--- src/rtl/exc_entry_pkg.sv ---
package exc_entry_pkg;

  localparam int NUM_SRC = 7;
  localparam int STAT_W  = 32;
  localparam int MODE_W  = 5;
  localparam int BANK_W  = 3;
  localparam int VOFF_W  = 5;

  // status word bit positions decoded by neighbouring logic
  localparam int ST_MASK_NORM = 7;
  localparam int ST_MASK_FAST = 6;
  localparam int ST_COMPACT   = 5;

  // index order is priority order, 0 highest
  typedef enum logic [2:0] {
    EK_RESET = 3'd0,
    EK_DABT  = 3'd1,
    EK_FAST  = 3'd2,
    EK_NORM  = 3'd3,
    EK_PABT  = 3'd4,
    EK_UNDEF = 3'd5,
    EK_SVC   = 3'd6,
    EK_NONE  = 3'd7
  } exc_kind_e;

  typedef enum logic [MODE_W-1:0] {
    MODE_USER  = 5'b10000,
    MODE_FAST  = 5'b10001,
    MODE_NORM  = 5'b10010,
    MODE_SUPV  = 5'b10011,
    MODE_ABORT = 5'b10111,
    MODE_UNDEF = 5'b11011,
    MODE_SYS   = 5'b11111
  } cpu_mode_e;

  typedef enum logic [BANK_W-1:0] {
    BANK_COMMON = 3'd0,
    BANK_FAST   = 3'd1,
    BANK_NORM   = 3'd2,
    BANK_SUPV   = 3'd3,
    BANK_ABORT  = 3'd4,
    BANK_UNDEF  = 3'd5
  } bank_sel_e;

  function automatic logic [VOFF_W-1:0] vec_offset(exc_kind_e k);
    case (k)
      EK_RESET: vec_offset = 5'h00;
      EK_UNDEF: vec_offset = 5'h04;
      EK_SVC:   vec_offset = 5'h08;
      EK_PABT:  vec_offset = 5'h0C;
      EK_DABT:  vec_offset = 5'h10;
      EK_NORM:  vec_offset = 5'h18;
      EK_FAST:  vec_offset = 5'h1C;
      default:  vec_offset = 5'h00;
    endcase
  endfunction

endpackage

--- src/rtl/exc_rst_sync.sv ---
module exc_rst_sync #(
  parameter int STAGES = 2
) (
  input  logic clk,
  input  logic rst_n,
  output logic rst_sync_n
);
  logic [STAGES-1:0] chain_q;

  always_ff @(posedge clk or negedge rst_n) begin
    if (!rst_n) chain_q <= '0;
    else        chain_q <= {chain_q[STAGES-2:0], 1'b1};
  end

  assign rst_sync_n = chain_q[STAGES-1];
endmodule

--- src/rtl/exc_prio_sel.sv ---
module exc_prio_sel #(
  parameter int N = 7
) (
  input  logic [N-1:0] req,
  output logic [N-1:0] grant,
  output logic         any
);
  for (genvar g = 0; g < N; g++) begin : g_slot
    if (g == 0) begin : g_top
      assign grant[g] = req[g];
    end else begin : g_rest
      assign grant[g] = req[g] & ~(|req[g-1:0]);
    end
  end

  assign any = |req;
endmodule

--- src/rtl/exc_kind_enc.sv ---
module exc_kind_enc
  import exc_entry_pkg::*;
(
  input  logic [NUM_SRC-1:0] grant,
  output exc_kind_e          kind
);
  always_comb begin
    kind = EK_NONE;
    for (int i = NUM_SRC - 1; i >= 0; i--) begin
      if (grant[i]) kind = exc_kind_e'(3'(i));
    end
  end
endmodule

--- src/rtl/exc_target_map.sv ---
module exc_target_map
  import exc_entry_pkg::*;
#(
  parameter int ADDR_W = 32
) (
  input  exc_kind_e          kind,
  input  logic [ADDR_W-1:0]  pc,
  input  logic [STAT_W-1:0]  status,
  output logic [ADDR_W-1:0]  vector,
  output logic [MODE_W-1:0]  mode,
  output logic [BANK_W-1:0]  bank,
  output logic [ADDR_W-1:0]  link,
  output logic [STAT_W-1:0]  new_status
);
  localparam logic [ADDR_W-1:0] PC_STEP = ADDR_W'(4);

  cpu_mode_e mode_c;
  bank_sel_e bank_c;
  logic      set_fast_mask;

  always_comb begin
    mode_c        = MODE_SUPV;
    bank_c        = BANK_SUPV;
    set_fast_mask = 1'b0;
    case (kind)
      EK_RESET: begin
        mode_c        = MODE_SUPV;
        bank_c        = BANK_SUPV;
        set_fast_mask = 1'b1;
      end
      EK_SVC: begin
        mode_c = MODE_SUPV;
        bank_c = BANK_SUPV;
      end
      EK_DABT, EK_PABT: begin
        mode_c = MODE_ABORT;
        bank_c = BANK_ABORT;
      end
      EK_UNDEF: begin
        mode_c = MODE_UNDEF;
        bank_c = BANK_UNDEF;
      end
      EK_NORM: begin
        mode_c = MODE_NORM;
        bank_c = BANK_NORM;
      end
      EK_FAST: begin
        mode_c        = MODE_FAST;
        bank_c        = BANK_FAST;
        set_fast_mask = 1'b1;
      end
      default: begin
        mode_c = MODE_SUPV;
        bank_c = BANK_SUPV;
      end
    endcase
  end

  always_comb begin
    new_status                 = status;
    new_status[MODE_W-1:0]     = mode_c;
    new_status[ST_MASK_NORM]   = 1'b1;
    new_status[ST_COMPACT]     = 1'b0;
    if (set_fast_mask) new_status[ST_MASK_FAST] = 1'b1;
  end

  assign vector = {{(ADDR_W-VOFF_W){1'b0}}, vec_offset(kind)};
  assign mode   = mode_c;
  assign bank   = bank_c;
  assign link   = pc + PC_STEP;
endmodule

--- src/rtl/exc_entry_ctrl.sv ---
module exc_entry_ctrl
  import exc_entry_pkg::*;
#(
  parameter int ADDR_W = 32
) (
  input  logic               clk,
  input  logic               rst_n,
  input  logic               src_reset_i,
  input  logic               src_undef_i,
  input  logic               src_svc_i,
  input  logic               src_pabt_i,
  input  logic               src_dabt_i,
  input  logic               norm_irq_i,
  input  logic               fast_irq_i,
  input  logic [ADDR_W-1:0]  pc_i,
  input  logic [31:0]        status_i,
  output logic               take_o,
  output logic [ADDR_W-1:0]  vector_o,
  output logic [4:0]         mode_o,
  output logic [ADDR_W-1:0]  link_o,
  output logic [31:0]        saved_status_o,
  output logic [31:0]        new_status_o,
  output logic [2:0]         bank_o
);
  logic               rst_sync_n;
  logic [NUM_SRC-1:0] req;
  logic [NUM_SRC-1:0] grant;
  logic               any_req;
  exc_kind_e          kind;

  logic [ADDR_W-1:0]  vec_d, link_d;
  logic [MODE_W-1:0]  mode_d;
  logic [BANK_W-1:0]  bank_d;
  logic [STAT_W-1:0]  nstat_d;

  logic               take_q;
  logic [ADDR_W-1:0]  vec_q, link_q;
  logic [MODE_W-1:0]  mode_q;
  logic [BANK_W-1:0]  bank_q;
  logic [STAT_W-1:0]  nstat_q, sstat_q;
  logic               load_en;

  exc_rst_sync #(.STAGES(2)) u_rst_sync (
    .clk        (clk),
    .rst_n      (rst_n),
    .rst_sync_n (rst_sync_n)
  );

  // request vector laid out in priority order
  always_comb begin
    req            = '0;
    req[EK_RESET]  = src_reset_i;
    req[EK_DABT]   = src_dabt_i;
    req[EK_FAST]   = fast_irq_i & ~status_i[ST_MASK_FAST];
    req[EK_NORM]   = norm_irq_i & ~status_i[ST_MASK_NORM];
    req[EK_PABT]   = src_pabt_i;
    req[EK_UNDEF]  = src_undef_i;
    req[EK_SVC]    = src_svc_i;
  end

  exc_prio_sel #(.N(NUM_SRC)) u_prio (
    .req   (req),
    .grant (grant),
    .any   (any_req)
  );

  exc_kind_enc u_enc (
    .grant (grant),
    .kind  (kind)
  );

  exc_target_map #(.ADDR_W(ADDR_W)) u_map (
    .kind       (kind),
    .pc         (pc_i),
    .status     (status_i),
    .vector     (vec_d),
    .mode       (mode_d),
    .bank       (bank_d),
    .link       (link_d),
    .new_status (nstat_d)
  );

  assign load_en = any_req;

  always_ff @(posedge clk or negedge rst_sync_n) begin
    if (!rst_sync_n) take_q <= 1'b0;
    else             take_q <= any_req;
  end

  always_ff @(posedge clk or negedge rst_sync_n) begin
    if (!rst_sync_n) begin
      vec_q   <= '0;
      link_q  <= '0;
      mode_q  <= '0;
      bank_q  <= '0;
      nstat_q <= '0;
      sstat_q <= '0;
    end else if (load_en) begin
      vec_q   <= vec_d;
      link_q  <= link_d;
      mode_q  <= mode_d;
      bank_q  <= bank_d;
      nstat_q <= nstat_d;
      sstat_q <= status_i;
    end
  end

  assign take_o         = take_q;
  assign vector_o       = vec_q;
  assign mode_o         = mode_q;
  assign link_o         = link_q;
  assign saved_status_o = sstat_q;
  assign new_status_o   = nstat_q;
  assign bank_o         = bank_q;
endmodule

--- config.mk ---
export PLATFORM = sky130hd
export DESIGN_NAME = exc_entry_ctrl
export DESIGN_NICKNAME = d
export VERILOG_FILES = /design/src/rtl/exc_entry_pkg.sv /design/src/rtl/exc_rst_sync.sv /design/src/rtl/exc_prio_sel.sv /design/src/rtl/exc_kind_enc.sv /design/src/rtl/exc_target_map.sv /design/src/rtl/exc_entry_ctrl.sv
export SDC_FILE = /design/constraint.sdc
export NUM_CORES = 1
export LEC_CHECK = 0
export BUFFER_PORTS_ARGS = -buffer_cell sky130_fd_sc_hd__buf_2
export CAP_MARGIN = 10
export CORE_ASPECT_RATIO = 0.8
export CORE_MARGIN = 2
export CORE_UTILIZATION = 45
export DETAILED_ROUTE_END_ITERATION = 8
export PLACE_DENSITY = 0.88
export SLEW_MARGIN = 20
export SYNTH_ARGS = -nofsm -noshare
export SYNTH_HDL_FRONTEND = slang
export SYNTH_SLANG_ARGS = --single-unit
--- constraint.sdc ---
create_clock -name clk -period 3.15 [get_ports clk]
set_input_delay 0.1575 -clock clk [delete_from_list [all_inputs] [get_ports clk]]
set_output_delay 0.1575 -clock clk [all_outputs]
set_load 0.02 [all_outputs]
==> metrics.md, run 1 <==
| Metric | Value |
|---|---|
| Status | `completed` |
| Worst path max stage delay | `0.62 ns` |
| Crit path capture type | `flop` |
| Mapped Area | `3981 um^2` |
| Routed wire length | `9.799 mm` |
| Worst Hold Launch | `status_i[27]` |
| Part of the Yosys area used for sequential elements | `0.4965` |
| Final Hold Fails | `0` |
| Reg2reg start | `u_rst_sync.chain_q[1]` |
| Post-placement cell count | `686` |
| Post-Synth Simple-Gate Area | `0.2137` |
| HPWL after detailed placement | `7.258 mm` |
| Complex-gate fraction of the synthesized area | `0.07071` |
| Final Max Slew Viols | `0` |
| Area growth syn-to-layout | `25.33%` |
| Mapped Avg Cell Area | `8.987 um^2` |
| Clk pin slew, worst setup/hold paths | `0.08 ns` |
| First-pass GRT wire length | `14.74 mm` |
| RSZ-0062 raised after global routing | `false` |
| Reg2Reg Depth | `1` |
| Ratio of cells with drive above 1 in the final layout | `0.3344` |
| Clock Skew | `0.006302 ns` |
| Starting Density | `0.4673` |
| TritonCTS Buffers | `9` |
| Pre-CTS WS | `1.134 ns` |
| Synth warn | `0` |
| Die footprint | `9620 um^2` |
| Post-synth cell types | `36` |
| DIE HEIGHT | `88.13 um` |
| Reg-to-reg endpoint | `saved_status_o[9]` |
| Fin crit share | `0.5284` |
| Initial antenna violation count | `0` |
| Kind of critical path | `in2reg` |
| Wire length per cell | `13.57 um` |
| PwrDens | `460.2 nW/um^2` |
| Critical path cell sequence | `buf_2 -> nand2b_1 -> a21boi_0 -> o21ai_0 -> a21oi_1 -> nor2_1` |
| Port Buffers | `179` |
| # nets final | `679` |
| Die width | `109.2 um` |
| Slowest-stage cell, CP | `a21boi_0` |
| Tmin final | `1.665 ns` |
| CTS max path bufs | `2` |
| Initial DRC count | `191` |
| CTS tree | `yes` |
| CP max FO | `9` |
| Worst Hold Path EP | `saved_status_o[27]` |
| Hold_ws | `0.01752 ns` |
| Req. time, crit path | `3.37 ns` |
| Root Driver | `clkbuf_8` |
| Ant diodes | `0` |
| P_leak | `0.002532 uW` |
| R2R setup slack | `2.26 ns` |
| DRC viols | `0` |
| Total negative slack | `0 ns` |
| Worst Setup Start Kind | `input pin` |
| RD Place Congestion | `0.9338` |
| Max Cap Viol | `0` |
| Largest net degree at the start of global routing | `78` |
| Multiplexer area fraction after synthesis | `0` |
| Worst rel slew slack | `0.4884` |
| I/O Pins | `210` |
| Largest family of logic cells by synthesized area | `simple AND/OR/NAND/NOR gates` |
| Worst min-delay path class | `in2reg` |
| # rows | `30` |
| Gr usage total | `0.2005` |
| Worst skew pair latency | `0.34 ns` |
| FF+latch count, synth | `79` |
| Peak supply drop | `0.0002270 V` |
| Placeable Area | `8521 um^2` |
| CTS sink count | `79` |
| Fraction of the mapped netlist area in adder cells | `0.003143` |
| Most frequent cells in the layout | `179 x buf_2, 133 x nand2_1, 78 x dfrtp_1` |
| Final worst setup slack | `1.485 ns` |
| Post-synthesis xor/xnor area fraction | `0.06160` |
| Vias in the first global route | `3077` |
| Pre-antenna DRT Iters | `4` |
| Actual slew at the worst max-slew pin | `0.7663 ns` |
| # setup viols final | `0` |
| H-tree levels | `3` |
| Worst Hold Path Cells | `3` |
| Routed Antenna Nets | `0` |
| CP arrival | `1.88 ns` |
| Fmax | `600.8 MHz` |
| Post-CTS sizing | `0` |
| GR Overflow Total | `0` |
| Most common cell after layout, fill and taps aside | `buf_2` |
| Via/cell ratio | `4.853` |
| Vias | `3504` |
| Post-Layout Cell Count | `722` |
| Power Total | `2296 uW` |
| Syn Inst Count | `443` |
## power breakdown
part	total [uW]	switching, uW	internal, uW
Sequential	1120	46.2	1070
Combinational	405	261	144
Clock	771	394	377
Total	2300	701	1590
## worst max-delay path by stage
stage	endpoint	startpoint	cells past startpoint
floorplan	bank_o[0]	u_rst_sync.chain_q[1]	0
global placement	link_o[6]	src_reset_i	6
detailed placement	link_o[28]	src_reset_i	6
CTS	link_o[24]	src_reset_i	6
global route	bank_o[1]	status_i[6]	6
finish	bank_o[1]	status_i[6]	6
## cell usage after synthesis (all sizes together)
| library cell | number | area share |
|---|---|---|
| a211oi | 1 | 0.0019 |
| a21boi | 2 | 0.0038 |
| a21o | 2 | 0.0038 |
| a21oi | 12 | 0.015 |
| a31oi | 1 | 0.0016 |
| and2 | 2 | 0.0031 |
| and3 | 8 | 0.013 |
| and4 | 3 | 0.0066 |
| buf | 73 | 0.14 |
| clkbuf | 7 | 0.0069 |
| conb | 2 | 0.0019 |
| dfrtp | 79 | 0.50 |
| ha | 1 | 0.0031 |
| inv | 8 | 0.0075 |
| nand2 | 133 | 0.13 |
| nand2b | 2 | 0.0031 |
| nand3 | 13 | 0.016 |
| nand4 | 12 | 0.019 |
| nor2 | 11 | 0.012 |
| nor3 | 5 | 0.0063 |
| nor4 | 1 | 0.0016 |
| o2111ai | 1 | 0.0022 |
| o21ai | 29 | 0.036 |
| o22a | 2 | 0.0044 |
| o22ai | 1 | 0.0016 |
| or2 | 2 | 0.0031 |
| or3 | 1 | 0.0016 |
| or4 | 1 | 0.0028 |
| xnor2 | 8 | 0.018 |
| xor2 | 20 | 0.044 |
## layout make-up
class	instances	area, um^2
Sequential cell	79	1981
Timing Repair Buffer	202	1129
Clock inverter	7	80.08
Multi-Input combinational cell	305	1506
Inverter	8	30.03
Fill cell	773	3531
Tap cell	112	140.1
Clock buffer	9	123.9
## state kept, by name (all words and copies together), names as in the netlist
name                flops
link_o                 32
saved_status_o         32
mode_o                  4
bank_o                  3
vector_o                3
new_status_o            2
u_rst_sync.chain_q      2
take_o                  1
## per-layer routing
layer / track usage / vias up / share of wire
li1: - / 1669 / -
met1: 0.2398 / 1668 / 0.41
met2: 0.3495 / 149 / 0.51
met3: 0.05432 / 18 / 0.069
met4: 0.07110 / 0 / 0.017
met5: 0 / - / 0
## worst max-delay path: cells and delay by family
family / cells / cell delay, ns
AOI/OAI and AO/OA: 3 / 1.27
and+or+nand+nor: 2 / 0.37
buffers and inverters: 1 / 0.08
## cell families (layout without fill, tap and decap cells)
kind of cell / after synthesis / count (layout)
AOI/OAI and AO/OA: 51 / 51
xor gates and xnor gates: 28 / 28
adders and majority gates: 1 / 1
buffers and inverters: 88 / 226
DFF: 79 / 79
other: 2 / 31
and+or+nand+nor: 194 / 194
## through the flow
stage | util | cell area (um^2)
after floorplan | - | 4090
after global placement | 0.5370 | 4576
after detailed placement | 0.5370 | 4576
after CTS | 0.5821 | 4960
after global routing | 0.5856 | 4990
final | 0.5856 | 4990
## repair_timing
action,in CTS,in global routing
endpoints found under the hold margin,19,1
buffers inserted,0,0
hold buffers,18,1
No activity file was read; power rests on OpenSTA's default activity.
==> run 2: changes to the inputs <==
--- a/config.mk
+++ b/config.mk
@@ -5,13 +5,14 @@
 export SDC_FILE = /design/constraint.sdc
 export NUM_CORES = 1
 export LEC_CHECK = 0
+export ABC_AREA = 1
 export BUFFER_PORTS_ARGS = -buffer_cell sky130_fd_sc_hd__buf_2
 export CAP_MARGIN = 10
 export CORE_ASPECT_RATIO = 0.8
 export CORE_MARGIN = 2
-export CORE_UTILIZATION = 45
+export CORE_UTILIZATION = 42
 export DETAILED_ROUTE_END_ITERATION = 8
-export PLACE_DENSITY = 0.88
+export PLACE_DENSITY = 0.85
 export SLEW_MARGIN = 20
 export SYNTH_ARGS = -nofsm -noshare
 export SYNTH_HDL_FRONTEND = slang
==> constraint.sdc (replaced) <==
create_clock -name clk -period 1.48 [get_ports clk]
set_input_delay 0.074 -clock clk [delete_from_list [all_inputs] [get_ports clk]]
set_output_delay 0.074 -clock clk [all_outputs]
set_load 0.02 [all_outputs]
==> run 2 against run 1 <==
  * Global-route usage grew 2.1 points
  * Clock skew grew 0.0032 ns
  * Critical path depth shrank 5
  * Register-to-register slack worse by 1.5 ns
  * Count of clock-buffer cells in the layout did not move
  * Power rose by 140%
  * Sequential cell count stayed put
  * Largest cell class unchanged
  * Largest power group unchanged
  * Setup slack got worse by 1.0 ns
==> metrics.md, run 2 <==
| Metric | Value |
|---|---|
| DIE HEIGHT | `94.90 um (+7.7%)` |
| Vias in the first global route | `3996 (+30%)` |
| Routed wire length | `12.06 mm (+23%)` |
| P_leak | `0.003107 uW (+23%)` |
| First-pass GRT wire length | `19.62 mm (+33%)` |
| CTS sink count | `79 (unchanged)` |
| Vias | `4179 (+19%)` |
| Largest net degree at the start of global routing | `50 (-36%)` |
| Reg2reg start | `new_status_o[7]` |
| Clk pin slew, worst setup/hold paths | `0.07 ns (about the same)` |
| Final Hold Fails | `0 (unchanged)` |
| HPWL after detailed placement | `8.675 mm (+20%)` |
| Fmax | `1008 MHz` |
| Req. time, crit path | `1.41 ns (-1.96 ns)` |
| Worst Setup Start Kind | `flop` |
| Clock Skew | `0.009541 ns (+0.003239 ns)` |
| GR Overflow Total | `0 (unchanged)` |
| Hold buffers post-CTS | `33 (+15)` |
| Die width | `117.6 um (+7.8%)` |
| CP max FO | `4 (-5)` |
| Kind of critical path | `reg2out` |
| Dominant synthesized flop cell | `dfrtp_1` |
| Routed Antenna Nets | `0 (unchanged)` |
| Most common cell after layout, fill and taps aside | `nand2_1` |
| # nets final | `849 (+25%)` |
| Part of the Yosys area used for sequential elements | `0.4557 (-0.04082)` |
| CP Buf/Inv Count | `1 (unchanged)` |
| Synth async-reset ratio | `1.000 (unchanged)` |
| Starting Density | `0.4271 (-0.04018)` |
| Worst Hold Launch | `status_i[6]` |
| Mapped Area | `4338 um^2 (+9.0%)` |
| Most instantiated cells after synthesis | `285 x nand2_1, 79 x dfrtp_1, 67 x buf_4` |
| # setup viols final | `0 (unchanged)` |
| Most common cell in the netlist | `nand2_1` |
| Syn Inst Count | `590 (+33%)` |
| H-tree levels | `3 (unchanged)` |
| Crit path capture type | `output pin` |
| Most frequent cells in the layout | `285 x nand2_1, 179 x buf_2, 78 x dfrtp_1` |
| Worst path max stage delay | `0.41 ns (-0.21 ns)` |
| Ratio of cells with drive above 1 in the final layout | `0.2718 (-0.06263)` |
| Worst min-delay path class | `in2reg` |
| Mapped Avg Cell Area | `7.352 um^2 (-18%)` |
| Initial antenna violation count | `0 (unchanged)` |
| RSZ-0062 raised after global routing | `false` |
| Root Driver | `clkbuf_16` |
| Top post-synthesis cells by area | `dfrtp_1 46%, nand2_1 25%, buf_4 12%` |
| Status | `completed` |
| Initial DRC count | `266 (+39%)` |
| Via/cell ratio | `4.542 (-6.4%)` |
| Post-CTS sizing | `0 (unchanged)` |
| Slowest-stage cell, CP | `dfrtp_1` |
| Port Buffers | `179 (unchanged)` |
| CTS max path bufs | `2 (unchanged)` |
| Fill count | `963 (+25%)` |
| PwrDens | `981.3 nW/um^2 (+110%)` |
| Area growth syn-to-layout | `31.79%` |
| Tmin final | `0.9921 ns` |
| Synth warn | `0 (unchanged)` |
| Delay-heaviest family, CP | `flip-flops` |
| TritonCTS Buffers | `9 (unchanged)` |
| Setup crit start | `new_status_o[7]` |
| Post-synth cell types | `25 (-31%)` |
| Final Max Slew Viols | `0 (unchanged)` |
| CTS tree | `yes` |
| Ant diodes | `0 (unchanged)` |
| Wire length per cell | `13.10 um (-3.5%)` |
| Post-CTS Setup Repair Bufs | `0 (unchanged)` |
| CP arrival | `0.92 ns (-0.96 ns)` |
| I/O Pins | `210 (unchanged)` |
| # rows | `33 (+10%)` |
| Peak supply drop | `0.0005080 V (+120%)` |
| Post-synth top area cell | `dfrtp_1` |
| Gr usage total | `0.2215 (+0.02099)` |
| Total negative slack | `0 ns (unchanged)` |
| Placeable Area | `10160 um^2 (+19%)` |
| FF+latch count, synth | `79 (unchanged)` |
| Worst skew pair latency | `0.33 ns (about the same)` |
| Max Cap Viol | `0 (unchanged)` |
| Share of the synthesized area in the top cell type | `0.4557 (-0.04082)` |
| RD Place Congestion | `0.9105 (-2.5%)` |
| Power Total | `5610 uW (+140%)` |
| DRC viols | `0 (unchanged)` |
| Die footprint | `11160 um^2 (+16%)` |
| Critical path cell sequence | `buf_2` |
| Pre-antenna DRT Iters | `4 (unchanged)` |
| Fin crit share | `0.6703` |
| Post-synth EDFFs | `0 (unchanged)` |
==> run 2: worst min-delay path: stages <==
cell and delay (ns):
buf_2 0.09, nand2_1 0.08, nand2_1 0.06
==> run 2: power by group <==
part	switching, uW	total, uW	internal, uW	leakage (uW)
registers	80.5	2370	2290	0.000916
clock network	918	2240	1330	0.000148
logic	653	994	341	0.00204
total	1650	5610	3960	0.00311
==> run 2: layer usage <==
layer	GRT usage	wire [um]
met2	0.3823	5806
met1	0.2801	5232
met4	0.06225	225
met5	0	0
met3	0.05374	790
==> run 2: area by class of cell <==
cell class	instances	area (um^2)	area share
flip-flops and latches	79	1981	0.3465
inverters	35	131.4	0.02298
multi-input cells	430	1788	0.3128
clock buffers	9	225.2	0.03940
clock inverters	7	80.08	0.01401
repair buffers	220	1336	0.2337
well taps	140	175.2	0.03064
==> run 2: path summary, 6_finish.rpt <==
check | end | slack, ns | depth (start not counted)
setup / recovery | new_status_o[4] | 0.49 | 1
hold / removal | saved_status_o[6] | 0.007 | 3
setup reg to reg | new_status_o[7] | 0.73 | 1
hold reg to reg | vector_o[2] | 0.30 | 1
max in group asynchronous | saved_status_o[4] | 0.77 | 1
min in group asynchronous | u_rst_sync.chain_q[1] | 0.09 | 2
==> run 2: logic make-up (layout without fill, tap and decap cells) <==
logic type	after synthesis	after routing	share of synthesized area
buf+inv	110	271	0.1583
simple gates	366	366	0.3326
compound gates	20	20	0.02451
flops	79	79	0.4557
fa+ha+maj	1	1	0.002884
xor+xnor	12	12	0.02423
other cells	2	31	0.001731
==> run 2: per-stage QoR <==
step | area [um^2] | utilization | worst slack (ns) | hold WS [ns] | cells
after floorplan | 4448 | - | 0.1400 | -0.2216 | 619
final | 5717 | 0.5628 | 0.4879 | 0.006779 | 920
after CTS | 5717 | 0.5628 | 0.4822 | 0.002237 | 920
after global placement | 5081 | 0.5002 | 0.2013 | -0.1288 | 871
after detailed placement | 5081 | 0.5002 | 0.1776 | -0.1280 | 871
after global routing | 5717 | 0.5628 | 0.3710 | 0.02677 | 920
==> run 3: changes to the inputs <==
==> constraint.sdc (replaced) <==
create_clock -name clk -period 0.9 [get_ports clk]
set_input_delay 0.045 -clock clk [delete_from_list [all_inputs] [get_ports clk]]
set_output_delay 0.045 -clock clk [all_outputs]
set_load 0.02 [all_outputs]
==> run 3 against run 2 <==
  * The flow now finishes with violations (setup timing)
  * Cell count rose by 11%
  * Routed wire length rose by 28%
  * Critical path type unchanged
  * First-iteration DRC count rose by 58%
==> metrics.md, run 3 (same netlist as run 2, synthesis figures left out) <==
| Metric | Value |
|---|---|
| P_leak | `0.003842 uW (+24%)` |
| CTS sink count | `79 (unchanged)` |
| Critical path cell sequence | `buf_6` |
| Kind of critical path | `reg2out` |
| Most frequent cells in the layout | `282 x nand2_1, 109 x buf_6, 102 x buf_4` |
| Routed wire length | `15.44 mm (+28%)` |
| H-tree levels | `3 (unchanged)` |
| Req. time, crit path | `0.85 ns (-0.56 ns)` |
| Ratio of cells with drive above 1 in the final layout | `0.3756 (+0.1038)` |
| Area growth syn-to-layout | `66.83%` |
| Post-placement cell count | `929 (+6.7%)` |
| Clock Skew | `0.01200 ns (+0.002455 ns)` |
| # nets final | `953 (+12%)` |
| CP Buf/Inv Count | `1 (unchanged)` |
| Status | `finished, violations left` |
| Largest net degree at the start of global routing | `31 (-38%)` |
| Placeable Area | `10160 um^2 (unchanged)` |
| Port Buffers | `179 (unchanged)` |
| Fill count | `765 (-21%)` |
| CTS max path bufs | `2 (unchanged)` |
| First-pass GRT wire length | `22.29 mm (+14%)` |
| TritonCTS Buffers | `9 (unchanged)` |
| HPWL after detailed placement | `9.147 mm (+5.4%)` |
| Failing checks | `setup timing` |
| Peak supply drop | `0.0009310 V (+83%)` |
| CTS tree | `yes` |
| Slowest-stage cell, CP | `dfrtp_2` |
| Most common cell after layout, fill and taps aside | `nand2_1` |
| Delay-heaviest family, CP | `flip-flops` |
| Worst Setup Start Kind | `flop` |
| I/O Pins | `210 (unchanged)` |
| Die footprint | `11160 um^2 (unchanged)` |
| Initial antenna violation count | `0 (unchanged)` |
| Worst path max stage delay | `0.46 ns (+0.05 ns)` |
| Wire length per cell | `15.08 um (+15%)` |
| Fin crit share | `1.103` |
| # rows | `33 (unchanged)` |
| Pre-antenna DRT Iters | `5 (+1)` |
| Hold_ws | `0.03527 ns (+0.02850 ns)` |
| Vias | `4792 (+15%)` |
| Starting Density | `0.4271 (unchanged)` |
| Final worst setup slack | `-0.09296 ns (-0.5809 ns)` |
| Fmax | `1007 MHz` |
| DRC viols | `0 (unchanged)` |
| Total negative slack | `-3.479 ns (-3.479 ns)` |
| Via/cell ratio | `4.680 (+3.0%)` |
| GR Overflow Total | `0 (unchanged)` |
| Ant diodes | `0 (unchanged)` |
| CP arrival | `0.95 ns (+0.03 ns)` |
| PwrDens | `1372 nW/um^2 (+40%)` |
| Root Driver | `clkbuf_16` |
| Worst min-delay path class | `in2reg` |
| Initial DRC count | `421 (+58%)` |
| Design area | `7237 um^2 (+27%)` |
| # setup viols final | `95 (+95)` |
| Gr usage total | `0.2510 (+0.02952)` |
| Tmin final | `0.9930 ns` |
| Final Max Slew Viols | `0 (unchanged)` |
| RSZ-0062 raised after global routing | `true` |
| Final Hold Fails | `0 (unchanged)` |
| Clk pin slew, worst setup/hold paths | `0.07 ns (about the same)` |
| Die width | `117.6 um (unchanged)` |
| DIE HEIGHT | `94.90 um (unchanged)` |
| CP max FO | `4 (unchanged)` |
| Max Cap Viol | `0 (unchanged)` |
| Routed Antenna Nets | `0 (unchanged)` |
| Dpl cell area | `5564 um^2 (+9.5%)` |
| Vias in the first global route | `4518 (+13%)` |
| Post-Layout Cell Count | `1024 (+11%)` |
| Crit path capture type | `output pin` |
| Worst skew pair latency | `0.33 ns (about the same)` |
| RD Place Congestion | `0.9690 (+6.4%)` |
==> run 3: cell count changes in the layout (fill, tap and decap cells not counted), moves of 4 or more <==
cell / delta
buf_6: +109
buf_2: -104
buf_4: +98
nor2_1: -9
nor2_2: +5
nor2_4: +4
==> run 3: power breakdown <==
group          internal, uW  switching (uW)
registers              3770             226
clock network          1990            1580
logic                  1170            1200
==> run 3: per-stage QoR <==
stage | util | worst slack (ns) | total power [uW]
2_1_floorplan | - | -0.02264 | 5024
3_3_place_gp | 0.5478 | -0.2721 | 5613
3_5_place_dp | 0.5478 | -0.3024 | 5646
4_1_cts | 0.6769 | -0.05962 | 9726
5_1_grt | 0.7125 | -0.1117 | 10330
6_report | 0.7125 | -0.09296 | 9930
==> run 3: worst paths after layout <==
path / startpoint / endpoint / slack (ns) / cells after the start
worst max-delay path: new_status_o[7] / new_status_o[4] / -0.09 / 1
worst min-delay path: pc_i[31] / link_o[31] / 0.04 / 5
worst max register to register: new_status_o[7] / new_status_o[7] / -0.07 / 2
worst min register to register: u_rst_sync.chain_q[1] / vector_o[3] / 0.21 / 0
max in group asynchronous: u_rst_sync.chain_q[1] / saved_status_o[28] / 0.27 / 1
min in group asynchronous: rst_n / u_rst_sync.chain_q[1] / 0.08 / 2
==> run 3: final cells by class <==
class,instances,area (um^2),area share
tap,140,175.2,0.02420
timing repair buffer,324,2799,0.3868
clock buffer,10,239.0,0.03302
sequential,79,1982,0.2739
multi-input combinational,430,1858,0.2567
clock inverter,6,50.05,0.006916
inverter,35,133.9,0.01850
==> run 3: metal layers <==
metal  GRT usage  up-vias  share of wire
met2      0.4360      244           0.51
li1            -     2280              -
met4     0.07229        0          0.027
met5           0        -              0
met3     0.05616       37          0.076
met1      0.3176     2231           0.39
==> run 3: timing repair <==
action / in CTS / in global routing
buffers inserted: 23 / 23
hold buffers: 33 / 0
setup endpoints to repair: 107 / 160
gates resized for setup: 166 / 62
pin swaps: 0 / 5
endpoints found under the hold margin: 34 / 0
